===== config.mk =====
export PLATFORM = sky130hd
export DESIGN_NAME = loop_delay_meter
export DESIGN_NICKNAME = d
export VERILOG_FILES = /design/src/rtl/loopdly_pkg.sv /design/src/rtl/loopdly_counter.sv /design/src/rtl/loopdly_ssp_calc.sv /design/src/rtl/loopdly_shadow.sv /design/src/rtl/loop_delay_meter.sv
export SDC_FILE = /design/constraint.sdc
export NUM_CORES = 1
export LEC_CHECK = 0
export CORE_MARGIN = 5
export CORE_UTILIZATION = 50
export DETAILED_ROUTE_END_ITERATION = 6
export PLACE_DENSITY = 0.78
export SYNTH_ARGS = -nofsm -noshare
export SYNTH_HDL_FRONTEND = slang
export SYNTH_HIERARCHICAL = 1
export SYNTH_SLANG_ARGS = --single-unit

===== constraint.sdc =====
create_clock -name clk -period 3.5 [get_ports clk]
set_input_delay 0.35 -clock clk [delete_from_list [all_inputs] [get_ports clk]]
set_output_delay 0.35 -clock clk [all_outputs]
set_load 0.01 [all_outputs]

===== src/rtl/loopdly_pkg.sv =====
package loopdly_pkg;

    typedef enum logic [1:0] {
        SSP_FROM_MEAS     = 2'd0,
        SSP_MEAS_PLUS_OFS = 2'd1,
        SSP_FROM_OFS      = 2'd2,
        SSP_ALIAS_MEAS    = 2'd3
    } ssp_src_e;

    typedef struct packed {
        logic restart;
        logic finish;
    } meas_evt_t;

    function automatic logic [31:0] clip_to(input logic [31:0] v, input logic [31:0] lim);
        return (v > lim) ? lim : v;
    endfunction

endpackage


===== src/rtl/loopdly_counter.sv =====
module loopdly_counter
    import loopdly_pkg::*;
#(
    parameter int W = 7
) (
    input  logic         clk,
    input  logic         rst,
    input  logic         start,
    input  logic         stop,
    input  logic         enable,
    output logic         busy,
    output logic         done,
    output logic [W-1:0] result
);
    localparam logic [W-1:0] CNT_MAX = '1;

    logic [W-1:0] cnt;
    logic         run;
    meas_evt_t    evt;

    always_comb begin
        evt.restart = start & enable;
        evt.finish  = run & stop & ~evt.restart;
    end

    // Edges counted so far, including the current one, saturated.
    assign result = (cnt == CNT_MAX) ? cnt : cnt + 1'b1;
    assign done   = evt.finish;
    assign busy   = run;

    always_ff @(posedge clk) begin
        if (rst) begin
            cnt <= '0;
            run <= 1'b0;
        end else if (evt.restart) begin
            cnt <= '0;
            run <= 1'b1;
        end else if (evt.finish) begin
            run <= 1'b0;
        end else if (run && cnt != CNT_MAX) begin
            cnt <= cnt + 1'b1;
        end
    end
endmodule


===== src/rtl/loopdly_ssp_calc.sv =====
module loopdly_ssp_calc
    import loopdly_pkg::*;
#(
    parameter int W       = 7,
    parameter bit SAT_EN  = 1'b1,
    parameter int SAT_LVL = 200
) (
    input  logic [W-1:0] delay,
    input  logic [W-1:0] offset,
    input  logic [1:0]   src,
    output logic [W:0]   ssp
);
    localparam int OW = W + 1;

    logic [OW-1:0] sum;
    logic [OW-1:0] raw;
    ssp_src_e      sel;

    assign sel = ssp_src_e'(src);
    assign sum = {1'b0, delay} + {1'b0, offset};

    always_comb begin
        unique case (sel)
            SSP_MEAS_PLUS_OFS: raw = sum;
            SSP_FROM_OFS:      raw = {1'b0, offset};
            default:           raw = {1'b0, delay};
        endcase
    end

    generate
        if (SAT_EN) begin : g_sat
            logic [31:0] clipped;
            assign clipped = clip_to(32'(raw), 32'(SAT_LVL));
            assign ssp     = clipped[OW-1:0];
        end else begin : g_nosat
            assign ssp = raw;
        end
    endgenerate
endmodule


===== src/rtl/loopdly_shadow.sv =====
module loopdly_shadow #(
    parameter int WD = 8
) (
    input  logic          clk,
    input  logic          rst,
    input  logic          load,
    input  logic [WD-1:0] d,
    output logic [WD-1:0] q
);
    always_ff @(posedge clk) begin
        if (rst)       q <= '0;
        else if (load) q <= d;
    end
endmodule


===== src/rtl/loop_delay_meter.sv =====
module loop_delay_meter
    import loopdly_pkg::*;
#(
    parameter int W       = 7,
    parameter bit SAT_EN  = 1'b1,
    parameter int SAT_LVL = 200
) (
    input  logic         clk,
    input  logic         rst,
    input  logic         meas_start,
    input  logic         meas_stop,
    input  logic         meas_en,
    input  logic [W-1:0] ssp_offset,
    input  logic [1:0]   ssp_src,
    output logic         meas_busy,
    output logic [W-1:0] delay_q,
    output logic [W:0]   ssp_q
);
    logic         done;
    logic [W-1:0] fresh_delay;
    logic [W:0]   fresh_ssp;

    loopdly_counter #(.W(W)) i_counter (
        .clk    (clk),
        .rst    (rst),
        .start  (meas_start),
        .stop   (meas_stop),
        .enable (meas_en),
        .busy   (meas_busy),
        .done   (done),
        .result (fresh_delay)
    );

    loopdly_ssp_calc #(.W(W), .SAT_EN(SAT_EN), .SAT_LVL(SAT_LVL)) i_ssp (
        .delay  (fresh_delay),
        .offset (ssp_offset),
        .src    (ssp_src),
        .ssp    (fresh_ssp)
    );

    loopdly_shadow #(.WD(W)) i_sh_delay (
        .clk (clk), .rst (rst), .load (done), .d (fresh_delay), .q (delay_q)
    );

    loopdly_shadow #(.WD(W + 1)) i_sh_ssp (
        .clk (clk), .rst (rst), .load (done), .d (fresh_ssp), .q (ssp_q)
    );
endmodule


=== After elaboration in Yosys (flattened, before gate mapping) ===
Index checks and enable logic that the tools add are counted.

* Flip-flop bits (word level): 23
* Bits in latches: 0
* RAM bits: 0
* Bits in read-only memories: 0
* Input bits: 14
* Output and inout port bits: 16
* Word-level logic and storage cells: 25
* Memories kept: 0

* Add/subtract/negate cells: 2
* Multiply operators: 0
* Div/mod/pow operators: 0
* Order comparisons: 1
* Equality and inequality tests: 4
* Shifts and indexed selects: 0
* Muxes and demuxes: 5
* Bitwise logic cells: 5
* Reductions and logical operators: 4

{| class="wikitable"
|+ Operators with widths
! cell !! number
|-
| $pmux 8 s2 || 1
|-
| $add 7x7->8 || 1
|-
| $gt 8x8->1 const B || 1
|-
| $mux 8 || 1
|-
| $add 7x1->7 const B || 1
|-
| $eq 7x7->1 const B || 1
|-
| $mux 7 || 1
|-
| $ne 7x7->1 const B || 1
|-
| $and 1x1->1 || 3
|-
| $eq 2x1->1 const B || 1
|-
| $eq 2x2->1 const B || 1
|-
| $mux 1 || 2
|-
| $not 1->1 || 2
|-
| $reduce_and 2->1 || 1
|-
| $reduce_bool 2->1 || 1
|-
| $reduce_or 2->1 || 1
|-
| $logic_and 1x1->1 || 1
|}

=== Logic depth before layout (Yosys ltp) ===
Gate-level depths: netlist of run 1.

* Depth after elaboration: 6
* Mapped depth: 15
* Mapped depth without buffers: 15

=== Modules after synthesis ===
The synthesis of run 1 kept the hierarchy.

{| class="wikitable"
|+ Modules (own cells, without submodules)
! module !! instances !! cells an instance !! area an instance (sq um)
|-
| loopdly_ssp_calc || 1 || 77 || 529.3
|-
| loopdly_counter || 1 || 53 || 478.0
|-
| loopdly_shadow at i_sh_ssp || 1 || 26 || 285.3
|-
| loopdly_shadow at i_sh_delay || 1 || 22 || 247.7
|}

=== Worst setup path before layout of run 1 ===
OpenSTA, ideal clock, no wires.

* Path kind: reg-to-reg
* From: reg i_counter.cnt[0]
* To: reg i_sh_ssp.q[0]
* Setup time: 124 ps
* Arrival: 2885 ps
* Data required time: 3376 ps
* Path slack: 491 ps
* Cell stages (with the launch flop): 16
* Buffers on the path: 0
* Period minus slack after synthesis: 3009 ps
* Path through: dfxtp_1 > ha_1 > and3_4 > and3_4 > nand2_4 > xor2_1 > ha_1 > fa_1 > nand3_1 > a21boi_0 > o31ai_1 > a221oi_2 > a31oi_1 > nor2_1 > mux2i_1 > nor2_1

* Longest elaborated chain between the ends: 6
* Elaborated cells between the ends (all ways): 7
* Classes of those cells: add/sub: 2; order compare: 1; eq/ne: 1; mux: 3

{| class="wikitable"
|+ Ends and longest elaborated chain
! element !! line !! source
|-
| start, declared || loopdly_counter.sv:17 || <nowiki>logic [W-1:0] cnt;</nowiki>
|-
| start signal, assigned || loopdly_counter.sv:41 || <nowiki>cnt <= cnt + 1'b1;</nowiki>
|-
| $add 7x1->7 or $eq 7x7->1 (tied branches) || loopdly_counter.sv:27 || <nowiki>assign result = (cnt == CNT_MAX) ? cnt : cnt + 1'b1;</nowiki>
|-
| $mux 7 (*) || loopdly_counter.sv:27 ||
|-
| named net fresh_delay[0] || loop_delay_meter.sv:20 || <nowiki>logic [W-1:0] fresh_delay;</nowiki>
|-
| $add 7x7->8 || loopdly_ssp_calc.sv:20 || <nowiki>assign sum = {1'b0, delay} + {1'b0, offset};</nowiki>
|-
| $pmux 8 s2 (*) || loopdly_ssp_calc.sv:23 || <nowiki>unique case (sel)</nowiki>
|-
| $gt 8x8->1 || loopdly_pkg.sv:16 || <nowiki>return (v > lim) ? lim : v;</nowiki>
|-
| $mux 8 (*) || loopdly_pkg.sv:16 ||
|-
| named net fresh_ssp[0] || loop_delay_meter.sv:21 || <nowiki>logic [W:0] fresh_ssp;</nowiki>
|-
| end signal, assigned || loopdly_shadow.sv:11 || <nowiki>if (rst) q <= '0;</nowiki>
|-
| end signal, assigned || loopdly_shadow.sv:12 || <nowiki>else if (load) q <= d;</nowiki>
|-
| end, declared || loopdly_shadow.sv:8 || <nowiki>output logic [WD-1:0] q</nowiki>
|}

The timed path passes the listed nets; every way through them passes the cells marked *.
A chain may end at the register's enable or synchronous reset.

=== Worst setup path in the final report of run 1 ===
* From: reg i_counter.cnt[1]
* To: reg i_sh_ssp.q[1]

* Longest elaborated chain between the ends: 6
* Elaborated cells between the ends (all ways): 7
* Classes of those cells: add/sub: 2; order compare: 1; eq/ne: 1; mux: 3

{| class="wikitable"
|+ Ends and longest elaborated chain
! element !! line
|-
| $eq 7x7->1 (*) || loopdly_counter.sv:27
|-
| $mux 7 (*) || loopdly_counter.sv:27
|-
| named net fresh_delay[0] || loop_delay_meter.sv:20
|-
| $add 7x7->8 || loopdly_ssp_calc.sv:20
|-
| $pmux 8 s2 (*) || loopdly_ssp_calc.sv:23
|-
| $gt 8x8->1 || loopdly_pkg.sv:16
|-
| $mux 8 (*) || loopdly_pkg.sv:16
|-
| named net fresh_ssp[1] || loop_delay_meter.sv:21
|}

Marks and branches as above.

==> results of run 1 <==
## where the power goes
group / internal, mW / switching (mW) / total (mW)
logic: 0.0473 / 0.0534 / 0.101
registers: 0.265 / 0.00309 / 0.268
clock network: 0.0445 / 0.0774 / 0.122
total: 0.356 / 0.134 / 0.490
## cell families (layout without fill, tap and decap cells)
logic type / Yosys count / count (layout) / synth area share (%)
mux: 18 / 18 / 12.0
flops: 23 / 23 / 29.9
xor+xnor: 10 / 10 / 5.69
compound gates: 39 / 39 / 17.7
simple gates: 66 / 66 / 21.6
buf+inv: 11 / 38 / 3.66
fa+ha+maj: 11 / 11 / 9.42
## placed cells by master (no fill, tap or decap), types with 3 or more instances in the layout
master / count
nor2_1: 29
clkdlybuf4s50_1: 29
dfxtp_1: 22
mux2i_1: 17
a21oi_1: 14
nand2_1: 11
ha_1: 10
xnor2_1: 5
nand3_1: 5
inv_1: 5
nand2b_1: 4
xor2_1: 4
clkbuf_4: 3
a21o_1: 3
a22oi_1: 3
## area by class of cell
cell class	instances	area (µm²)	share of cell area [%]
multi-input cells	144	1040	55.4
clock buffers	4	26.3	1.40
well taps	33	41.3	2.20
flip-flops and latches	23	462	24.6
repair buffers	29	290	15.4
inverters	5	18.8	0.998
## repair_timing
action,in CTS,in global routing
hold buffers,0,0
resized for setup,0,4
setup endpoints to repair,0,4
## flip-flops by register name (all words and copies together), names as in the netlist
register / flops
i_counter/busy: 1
i_sh_ssp/q: 8
i_counter/cnt: 7
i_sh_delay/q: 7
## worst max-delay path: cells and delay by family, from the launching register on
family                   cells  cell delay, ns
AO/OA/AOI/OAI                4            0.74
XOR/XNOR                     1            0.17
adder cells (fa/ha/maj)      3            0.90
flip-flops                   1            0.41
multiplexers                 1            0.14
AND/OR/NAND/NOR              6            0.77
## through the flow
stage	utilization (%)	total power, mW
after floorplan	-	0.337
after global placement	61.1	0.369
after detailed placement	61.1	0.371
after CTS	62.0	0.497
after global routing	62.6	0.522
final	62.6	0.490
## routing by layer
layer	global-route usage [%]	up-vias	share of wire (%)
met1	20.4	643	42
met5	0	-	0
met3	2.74	8	5.1
li1	-	692	-
met2	31.2	32	51
met4	8.03	0	1.7
## worst max-delay path by stage
stage / slack (ns) / start / depth (start not counted) / to
6_report: 0.22 / i_counter/cnt[1] / 15 / i_sh_ssp/q[1]
5_1_grt: 0.02 / i_counter/cnt[1] / 15 / i_sh_ssp/q[0]
4_1_cts: 0.07 / i_counter/cnt[0] / 15 / i_sh_ssp/q[1]
3_5_place_dp: 0.10 / i_counter/cnt[0] / 15 / i_sh_ssp/q[1]
3_3_place_gp: 0.25 / i_counter/cnt[0] / 15 / i_sh_ssp/q[2]
2_1_floorplan: 0.49 / i_counter/cnt[0] / 15 / i_sh_ssp/q[0]
==> results.cfg, run 1 <==
[clock_network]
cts.htree.levels = 1
post_cts_buffers = 0
clkTransAtPathRegs_ns = 0.12
cts_tree = done
cts_max_path_buffers = 2
cts_sinks = 23
cts_inserted_buffers = 3
clock_latency_ns = 0.31
cts_root_buffer = clkbuf_4

[synthesis]
synth_cell_types = 44
synth_area_um2 = 1540
synth-seq-area-share_pct = 29.9
ys_ff_latch = 23
synth_largest_area_cell = dfxtp_1
synth-edff-count = 0
syn_nets = 203
synthCells = 178
avgSynthCellArea_um2 = 8.65
ys_top_cells_by_area = dfxtp_1 30%, mux2i_1 11%, ha_1 8.1%, nor2_1 7.1%, a21oi_1 4.5%
yosysMostFrequentCell = nor2_1
yosys.area.top_type_share_pct = 29.9
ys_warn_count = 6
ys.flop_type = dfxtp_1
synthTopCellsByCount = 29 x nor2_1, 23 x dfxtp_1, 17 x mux2i_1
async_flop_share_pct = 0

[drt]
final_antenna_net_count = 0
wl_per_cell_um = 14.9
num_vias = 1375
drt_wl_total_um = 3550
dr.pass1.iters = 4
drt-initial-drc-count = 67
drc_errors = 0
vias_per_cell = 5.78

[floorplanning]
start_util_pct = 51.3
core-area_um2 = 3000
io_pins = 30
die_h_um = 65.5
rows = 20
die_area_um2 = 4290
die_w_um = 65.5

[final_layout]
n_antenna_cell = 0
fin_area_um2 = 1880
drive_above_1_share_pct = 10.2
syn_to_final_growth_pct = 22.1
nets = 231
fill_cells = 276
final_cell_count_no_fill = 238

[place]
dp_hpwl_um = 2800
dpl_cell_area_um2 = 1830
routabilityCongestion = 0.953
portBuffers = 29
placed_cells = 234
pre_cts_ws_ns = 0.101

[critical_path]
r2r-start = i_counter/cnt[1]
crit_required_ns = 3.69
crit_path_max_incr_delay_ns = 0.42
regToRegSetupSlack_ns = 0.22
r2r_end = i_sh_ssp/q[1]
reg2regPathDepth = 15
cp_cell_sequence = ha_1 -> and3_4 -> and3_4 -> nand2_4 -> xor2_2 -> ha_1 -> fa_1 -> nand3_1 -> a21boi_0 -> o31ai_2 -> a221oi_2 -> a31oi_2 -> nor2_1 -> mux2i_1 -> nor2_1
crit_slowest_cell = fa_1
critPathCaptureType = flop
worstPathArrival_ns = 3.46
worstSetupPathType = reg2reg
worstPathMaxFanout = 6
cp-start-kind = flop

[timing]
finalClockSkew_ns = 0.00318
setup_tns_ns = 0
slew_headroom_pct = 41.7
clock.fmax_mhz = 305
finalSetupViolCount = 0
worst_pin_slew_ns = 0.875
final_hold_viol_count = 0
period_share_pct = 93.6
worst_slack_ns = 0.224
min_period_ns = 3.28
rsz0062_at_grt = no
timing.hold.ws_ns = 0.512
slew_viol_final = 0

[hold_path]
min_to = i_sh_ssp/q[7]
whs_path_depth = 2
hold_class = reg2reg
hold_start = i_sh_ssp/q[7]

[global_route]
grt_max_degree = 18
grt_antenna_before_repair = 0
grt_pass1_wl_um = 5940
gr-total-overflow = 0
track_usage_pct = 17.5
grt_pass1_vias = 1364

[pwr]
p_per_area_nw_per_um2 = 261
p_leak_nw = 0.768
ir_drop_mv = 0.263

[run_status]
status = finished clean

[flow_run]
drv_cap = 0
(Power assumes the default switching activity.)
==> run 2: changes to the inputs <==
SETUP_SLACK_MARGIN = 0.4   (was unset)
==> run 2 against run 1 <==
Net effect:
- non-clock buffer count is 7 higher
- utilization is 5.2 points higher
- via count is 3.9% higher
- clock power hardly changed
- critical endpoint unchanged
- largest cell class unchanged
- largest power group unchanged
==> results.cfg, run 2 (synthesis gave the netlist of run 1 again) <==
[run_status]
status = finished clean

[timing]
slew_headroom_pct = 41.0
min_period_ns = 3.03
finalClockSkew_ns = 0.00219
final_hold_viol_count = 0
clock.fmax_mhz = 330
period_share_pct = 86.6
slew_viol_final = 0
finalSetupViolCount = 0
rsz0062_at_grt = no
worst_pin_slew_ns = 0.886
setup_tns_ns = 0

[pwr]
p_clk_share_pct = 24.4
p_switching_mw = 0.143
p_leak_nw = 0.796
ir_drop_mv = 0.266
pwr-share-seq_pct = 52.4
comb_power_share_pct = 23.2
internal_power_mw = 0.366
sw_frac_of_total_pct = 28.2
p_per_area_nw_per_um2 = 250

[drt]
drt-initial-drc-count = 68
wl_per_cell_um = 16.1
vias_per_cell = 5.83
drt_wl_total_um = 3940
dr.pass1.iters = 4
final_antenna_net_count = 0
drc_errors = 0
num_vias = 1429

[clock_network]
cts.htree.levels = 1
cts_hold_buf = 0
cts_max_path_buffers = 2
cts_sinks = 23
cts_inserted_buffers = 3
cts_tree = done
clkTransAtPathRegs_ns = 0.12
clock_latency_ns = 0.31
cts_root_buffer = clkbuf_4

[critical_path]
endpoint = i_sh_ssp/q[1]
regToRegSetupSlack_ns = 0.47
crit_required_ns = 3.75
worstPathArrival_ns = 3.28
crit_path_max_incr_delay_ns = 0.40
r2r_end = i_sh_ssp/q[1]
cp_num_buf_inv = 0
reg2regPathDepth = 15
r2r-start = i_counter/cnt[1]
worstSetupPathType = reg2reg
crit_slowest_cell = fa_2
path_delay_family = simple AND/OR/NAND/NOR gates
cp-start-kind = flop
cp-startpoint = i_counter/cnt[1]
critPathCaptureType = flop
cp_cell_sequence = ha_4 -> and3_4 -> and3_4 -> nand2_8 -> xor2_4 -> ha_4 -> fa_2 -> nand3_2 -> and3b_2 -> o31ai_4 -> a221oi_2 -> a31oi_2 -> nor2_1 -> mux2i_1 -> nor2_1
worst-path-stages = 15
worstPathMaxFanout = 6

[global_route]
track_usage_pct = 17.8
grt_antenna_before_repair = 0
grt_max_degree = 18
grt_pass1_wl_um = 6020
gr-total-overflow = 0
grt_pass1_vias = 1385

[floorplanning]
die_area_um2 = 4290
start_util_pct = 51.3
die_h_um = 65.5
core-area_um2 = 3000
rows = 20
die_w_um = 65.5
io_pins = 30

[final_layout]
syn_to_final_growth_pct = 32.2
n_antenna_cell = 0
fin_area_um2 = 2040
regMostFlops = i_sh_ssp/q
final_cell_mix = 29 x nor2_1, 29 x clkdlybuf4s50_1, 20 x dfxtp_1
final_util_pct = 67.8
reg_top3 = i_sh_ssp/q: 8 flops, i_counter/cnt: 7 flops, i_sh_delay/q: 7 flops
largest_reg_flops = 8
nets = 238
drive_above_1_share_pct = 18.9

[place]
routabilityCongestion = 0.953
portBuffers = 29
dp_hpwl_um = 2800
dpl_cell_area_um2 = 1830

[hold_path]
whs_path_depth = 2
hold_class = reg2reg

[flow_run]
drv_cap = 0
==> run 2: worst min-delay path, stage by stage, from the launching register on <==
cell     delay [ns]
dfxtp_1        0.35
mux2i_1        0.06
nor2_1         0.07
==> run 2: power by group through the flow <==
stage	registers [mW]	logic (mW)	clock network [mW]
after floorplan	0.274	0.0628	0
after global placement	0.273	0.0955	0
after detailed placement	0.273	0.0977	0
after CTS	0.267	0.103	0.131
after global routing	0.267	0.128	0.142
final	0.267	0.118	0.124
==> run 2: per-stage QoR <==
stage               std cells  total power, mW  hold WS, ns  setup slack (ns)
finish                    245            0.509        0.512             0.471
global route              245            0.538        0.554             0.338
CTS                       240            0.500        0.516             0.419
detailed placement        234            0.371        0.486             0.101
global placement          234            0.369        0.476             0.252
floorplan                 178            0.337        0.419             0.491
==> run 2: area by class of cell <==
| cell class | count | area (µm²) |
|---|---|---|
| Sequential cell | 23 | 467 |
| Fill cell | 246 | 967 |
| Clock buffer | 4 | 26.3 |
| Timing Repair Buffer | 36 | 343 |
| Multi-Input combinational cell | 144 | 1140 |
| Tap cell | 33 | 41.3 |
| Inverter | 5 | 18.8 |
==> run 2: per-layer routing <==
metal | up-vias | routed length [µm] | GRT usage (%)
li1 | 711 | - | -
met1 | 673 | 1660 | 20.2
met2 | 34 | 2050 | 32.6
met3 | 11 | 152 | 2.74
met4 | 0 | 82 | 7.51
met5 | - | 0 | 0
==> run 2: how the worst min path moves through the flow <==
stage,start,endpoint,slack [ns]
finish,i_sh_ssp/q[7],i_sh_ssp/q[7],0.51
global route,i_sh_ssp/q[7],i_sh_ssp/q[7],0.55
CTS,i_sh_ssp/q[7],i_sh_ssp/q[7],0.52
detailed placement,i_sh_ssp/q[7],i_sh_ssp/q[7],0.49
global placement,i_sh_delay/q[2],i_sh_delay/q[2],0.48
floorplan,rst,i_counter/busy,0.42
==> run 2: repair_timing <==
| item | 4_1_cts | 5_1_grt |
|---|---|---|
| buffers inserted | 2 | 5 |
| setup endpoints to repair | 6 | 6 |
| pin swaps | 1 | 15 |
| resized for setup | 9 | 14 |
